===== config.mk =====
export PLATFORM = sky130hd
export DESIGN_NAME = sar_conv_ctrl
export DESIGN_NICKNAME = d
export VERILOG_FILES = /design/src/rtl/sar_pkg.sv /design/src/rtl/sar_ctrl.sv /design/src/rtl/sar_datapath.sv /design/src/rtl/sar_conv_ctrl.sv
export SDC_FILE = /design/constraint.sdc
export NUM_CORES = 1
export LEC_CHECK = 0
export CORE_ASPECT_RATIO = 1.1
export CORE_UTILIZATION = 49
export CTS_CLUSTER_SIZE = 25
export DETAILED_ROUTE_END_ITERATION = 7
export PLACE_DENSITY = 0.77
export SYNTH_ARGS = -nofsm -noshare
export SYNTH_HDL_FRONTEND = slang
export SYNTH_SLANG_ARGS = --single-unit

===== constraint.sdc =====
create_clock -name clk -period 1.75 [get_ports clk]
set_clock_uncertainty 0.1 [all_clocks]
set_input_delay 0.525 -clock clk [delete_from_list [all_inputs] [get_ports clk]]
set_output_delay 0.525 -clock clk [all_outputs]
set_load 0.02 [all_outputs]

===== src/rtl/sar_pkg.sv =====
`timescale 1ns/1ps
package sar_pkg;
  typedef enum logic [1:0] {
    stIdle = 2'd0,
    stConv = 2'd1,
    stDone = 2'd2
  } sarState_t;

  typedef struct packed {
    logic loadMid;
    logic resolve;
    logic capture;
  } sarStrobes_t;
endpackage


===== src/rtl/sar_ctrl.sv =====
`timescale 1ns/1ps
module sar_ctrl
  import sar_pkg::*;
#(
  parameter int WIDTH = 8
) (
  input  logic             clk,
  input  logic             rst,
  input  logic             startLvl,
  output sarStrobes_t      strobes,
  output logic [WIDTH-1:0] bitSel,
  output logic             eocFlag
);
  localparam int IW = (WIDTH > 1) ? $clog2(WIDTH) : 1;
  localparam logic [IW-1:0] TOP_IDX = IW'(WIDTH - 1);

  sarState_t     state;
  logic [IW-1:0] bitIdx;
  logic          armed;
  logic          accept;

  assign accept          = (state == stIdle) && startLvl && armed;
  assign strobes.loadMid = accept;
  assign strobes.resolve = (state == stConv);
  assign strobes.capture = (state == stConv) && (bitIdx == '0);
  assign bitSel          = (state == stConv) ? (WIDTH'(1) << bitIdx) : '0;

  always_ff @(posedge clk) begin
    if (rst) begin
      state   <= stIdle;
      bitIdx  <= '0;
      armed   <= 1'b0;
      eocFlag <= 1'b0;
    end else begin
      if (!startLvl) armed <= 1'b1;
      else if (accept) armed <= 1'b0;
      case (state)
        stIdle: begin
          if (accept) begin
            state  <= stConv;
            bitIdx <= TOP_IDX;
          end
        end
        stConv: begin
          if (bitIdx == '0) begin
            state   <= stDone;
            eocFlag <= 1'b1;
          end else begin
            bitIdx <= bitIdx - 1'b1;
          end
        end
        stDone: begin
          if (!startLvl) begin
            state   <= stIdle;
            eocFlag <= 1'b0;
          end
        end
        default: state <= stIdle;
      endcase
    end
  end


  eoc_hold_chk: assert property (@(posedge clk) disable iff (rst)
    eocFlag && startLvl |=> eocFlag);

  eoc_clear_chk: assert property (@(posedge clk) disable iff (rst)
    eocFlag && !startLvl |=> !eocFlag);

  eoc_phase_chk: assert property (@(posedge clk) disable iff (rst)
    eocFlag |-> state == stDone);

  eoc_last_bit_chk: assert property (@(posedge clk) disable iff (rst)
    $rose(eocFlag) |-> $past(state) == stConv && $past(bitIdx) == '0);

  idle_quiet_chk: assert property (@(posedge clk) disable iff (rst)
    (state == stIdle) && !startLvl |=> state == stIdle);
endmodule


===== src/rtl/sar_datapath.sv =====
`timescale 1ns/1ps
module sar_datapath
  import sar_pkg::*;
#(
  parameter int WIDTH = 8
) (
  input  logic             clk,
  input  logic             rst,
  input  sarStrobes_t      strobes,
  input  logic [WIDTH-1:0] bitSel,
  input  logic             cmpHigh,
  output logic [WIDTH-1:0] trialCode,
  output logic [WIDTH-1:0] resultCode
);
  localparam logic [WIDTH-1:0] MID_CODE = {1'b1, {(WIDTH-1){1'b0}}};

  logic [WIDTH-1:0] keptCode;
  logic [WIDTH-1:0] nextTrial;

  assign keptCode  = cmpHigh ? (trialCode & ~bitSel) : trialCode;
  assign nextTrial = keptCode | (bitSel >> 1);

  always_ff @(posedge clk) begin
    if (rst) begin
      trialCode  <= '0;
      resultCode <= '0;
    end else begin
      if (strobes.loadMid)      trialCode <= MID_CODE;
      else if (strobes.resolve) trialCode <= nextTrial;
      if (strobes.capture)      resultCode <= keptCode;
    end
  end


  mid_load_chk: assert property (@(posedge clk) disable iff (rst)
    strobes.loadMid |=> trialCode == MID_CODE);

  over_drop_chk: assert property (@(posedge clk) disable iff (rst)
    strobes.resolve && cmpHigh |=> trialCode < $past(trialCode));

  under_keep_chk: assert property (@(posedge clk) disable iff (rst)
    strobes.resolve && !cmpHigh |=> trialCode >= $past(trialCode));

  result_hold_chk: assert property (@(posedge clk) disable iff (rst)
    !strobes.capture |=> $stable(resultCode));
endmodule


===== src/rtl/sar_conv_ctrl.sv =====
`timescale 1ns/1ps
module sar_conv_ctrl
  import sar_pkg::*;
#(
  parameter int WIDTH = 8
) (
  input  logic             clk,
  input  logic             rst,
  input  logic             startLvl,
  input  logic             cmpHigh,
  output logic             eocFlag,
  output logic [WIDTH-1:0] resultCode,
  output logic [WIDTH-1:0] trialCode
);
  sarStrobes_t      strobes;
  logic [WIDTH-1:0] bitSel;

  sar_ctrl #(.WIDTH(WIDTH)) u_ctrl (
    .clk      (clk),
    .rst      (rst),
    .startLvl (startLvl),
    .strobes  (strobes),
    .bitSel   (bitSel),
    .eocFlag  (eocFlag)
  );

  sar_datapath #(.WIDTH(WIDTH)) u_dp (
    .clk        (clk),
    .rst        (rst),
    .strobes    (strobes),
    .bitSel     (bitSel),
    .cmpHigh    (cmpHigh),
    .trialCode  (trialCode),
    .resultCode (resultCode)
  );


  reset_clear_chk: assert property (@(posedge clk)
    $past(rst) |-> !eocFlag && trialCode == '0 && resultCode == '0);
endmodule


==> impl_results.md <==
* Status: finished clean
* CTS clk-pin slew, worst paths at 120 ps
* Postcts setup bufs at 0
* Drt first pass iters at 4
* Seq/Total Area, Yosys at 0.455
* Gpl congestion at 0.816
* Syn avg cell area at 8.65 um^2
* Drt via density at 5.35
* Critical Path, Cell by Cell: dlygate4sd2_1
* RSZ-0062 raised after global routing: no
* Finished Cell Area at 0.00126 mm^2
* Max frequency at 0.603 GHz
* Worst-Margin Slew at 358 ps
* Cell area after placement at 0.00125 mm^2
* P_leak at 0.514 nW
* DR vias at 898
* Core area at 0.00186 mm^2
* CTS Buf Count at 3
* Die area at 0.00225 mm^2
* MaxCap Viol Count at 0
* Worst setup path class: flip-flop to primary output
* DP HPWL at 1.57 mm
* Crit share post-route at 0.948
* Number of buffers and inverters on the critical path at 1
* Longest Clk Path Bufs at 2
* Final ANT Viol Nets at 0
* Crit. path cell count at 1
* Netlist cell types at 28
* Peak supply drop at 522 uV
* Clock Power Share at 0.266
* # port buffers at 20
* R2r worst-path depth at 4
* Final hold viol count at 0
* Area of the multi-input gates at 499 um^2
* Most frequent cells in the layout: 22 x nand2_1, 22 x dfxtp_1, 19 x a21oi_1
* Crit end category: primary output
* GRT Overall Usage at 0.203
* FF/Latch Area at 462 um^2
* Drt total wl at 2.04 mm
* Critical path data required time at 1120 ps
* Max_slew headroom at 0.761
* Area growth from synthesis to layout at 24.2%
* IO Count at 21
* Residual DRC at 0
* Fraction of layout cells with a size suffix above 1 at 0.113
* Nets at 151
* Sw power at 0.249 mW
* Die width at 45.3 um
* Synthesized flop and latch total at 23
* Yosys warns at 0
* Flop pwr share at 0.602
* Fill count at 175
* Rows at 16
* Pwr/cell area at 737 mW/mm^2
* Slowest-stage cell, CP: dfxtp_1
* Antenna diode count at 0
* DIE HEIGHT at 49.7 um
* WL/cell at 12.1 um
* Mapped Cells at 117
* Post-Synthesis Cell Area at 0.00101 mm^2
* Gr ovfl total at 0
* Min cycle time layout at 1660 ps
* Design Power at 0.927 mW
* Final setup violation count at 0
* Tightest hold margin at 358 ps
* Vias in the first global route at 787
* CP delay by family, top: flip-flops
* Worst Hold Depth at 2
* Crit path launch type: flip-flop
* Root buf cell: clkbuf_4
* Fin cells at 168
* Hold Crit Class: flip-flop to flip-flop
* First-pass GRT wire length at 3.41 mm
* Initial drt markers at 23
* Synthesized net count at 126
* CTS HTree Levels at 1
* Pin count of the biggest net entering global routing at 14
* Initial antenna violation count at 0
* Crit path largest cell delay at 380 ps
* Sw Ratio at 0.268
* Power Internal at 0.678 mW
* Gate power share at 0.132
* Crit Path Max Fanout at 3
* Final Max Tran Viols at 0
* Starting density of the core at 0.544
* CP arrival at 1030 ps
* Post-Place Cells at 164
* Clock sinks at 23
* Clock tree from TritonCTS: yes
* Worst-Skew Late Latency at 310 ps
-- power groups by stage --
stage,clock network [mW],registers (mW),logic (mW)
after global placement,0,0.567,0.123
final,0.246,0.558,0.123
after detailed placement,0,0.569,0.125
after CTS,0.251,0.557,0.122
after floorplan,0,0.567,0.0837
after global routing,0.274,0.561,0.138
-- registers in the layout, indices dropped and copies added, names as in the netlist --
name	flops
u_dp.trialCode	8
u_ctrl.bitIdx	3
u_ctrl.state	2
u_dp.resultCode	8
u_ctrl.armed	1
u_ctrl.eocFlag	1
-- cell families after synthesis --
logic type / count (synthesis) / synth area share
AOI/OAI and AO/OA: 36 / 0.189
DFF: 23 / 0.455
adders and majority gates: 5 / 0.0618
and+or+nand+nor: 44 / 0.242
buffers and inverters: 9 / 0.0519
-- cell usage after synthesis --
library cell / instances / share of area
and4bb_2: 1 / 0.012
buf_6: 2 / 0.022
inv_1: 3 / 0.011
nand2b_4: 1 / 0.014
or3_1: 1 / 0.0062
a21oi_1: 19 / 0.094
dfxtp_1: 23 / 0.45
or4_1: 2 / 0.015
nor3_1: 1 / 0.0049
or2b_1: 1 / 0.0074
nor2_1: 2 / 0.0074
nand2_1: 22 / 0.082
o211ai_1: 1 / 0.0074
a211oi_1: 1 / 0.0074
nand3_1: 4 / 0.020
ha_1: 5 / 0.062
a31oi_1: 2 / 0.012
nor2b_1: 2 / 0.012
a31o_2: 1 / 0.0087
buf_4: 1 / 0.0074
or3b_4: 1 / 0.011
o21ai_0: 12 / 0.059
nand4bb_1: 1 / 0.011
nor3b_1: 1 / 0.0074
nand3b_1: 3 / 0.022
buf_1: 1 / 0.0037
and3b_2: 1 / 0.0099
clkbuf_1: 2 / 0.0074
-- worst paths after layout --
| path | start | end | slack [ps] |
|---|---|---|---|
| worst max-delay path | u_dp.trialCode[3] | trialCode[3] | 90 |
| worst min-delay path | u_dp.resultCode[7] | u_dp.resultCode[7] | 360 |
| worst max register to register | u_ctrl.bitIdx[1] | u_ctrl.bitIdx[2] | 120 |
| worst min register to register | u_dp.resultCode[7] | u_dp.resultCode[7] | 360 |
-- through the flow --
stage                     worst slack [ps]  utilization  TNS, ps
after CTS                             69.8        0.675        0
after global placement                25.6        0.671        0
final                                 91.3        0.675        0
after detailed placement            -0.262        0.671   -0.262
after global routing                  4.01        0.675        0
after floorplan                        262            -        0
-- routing by layer --
metal,global-route usage,vias up,wire length (um)
met5,0,-,0
met4,0.0758,0,37
met3,0.0330,5,64
met2,0.326,26,997
met1,0.268,409,936
li1,-,458,-
-- final cells by class --
| cell class | instances | share of cell area |
|---|---|---|
| clock inverters | 1 | 0.00398 |
| clock buffers | 3 | 0.0179 |
| inverters | 3 | 0.00896 |
| well taps | 27 | 0.0269 |
| multi-input cells | 85 | 0.397 |
| flip-flops and latches | 23 | 0.367 |
| repair buffers | 26 | 0.178 |
-- repair_timing --
action / in CTS / in global routing
hold buffers: 0 / 0
hold endpoints to repair: 0 / 0
setup endpoints to repair: 17 / 3
gates resized for setup: 17 / 1
(Power assumes the default switching activity.)
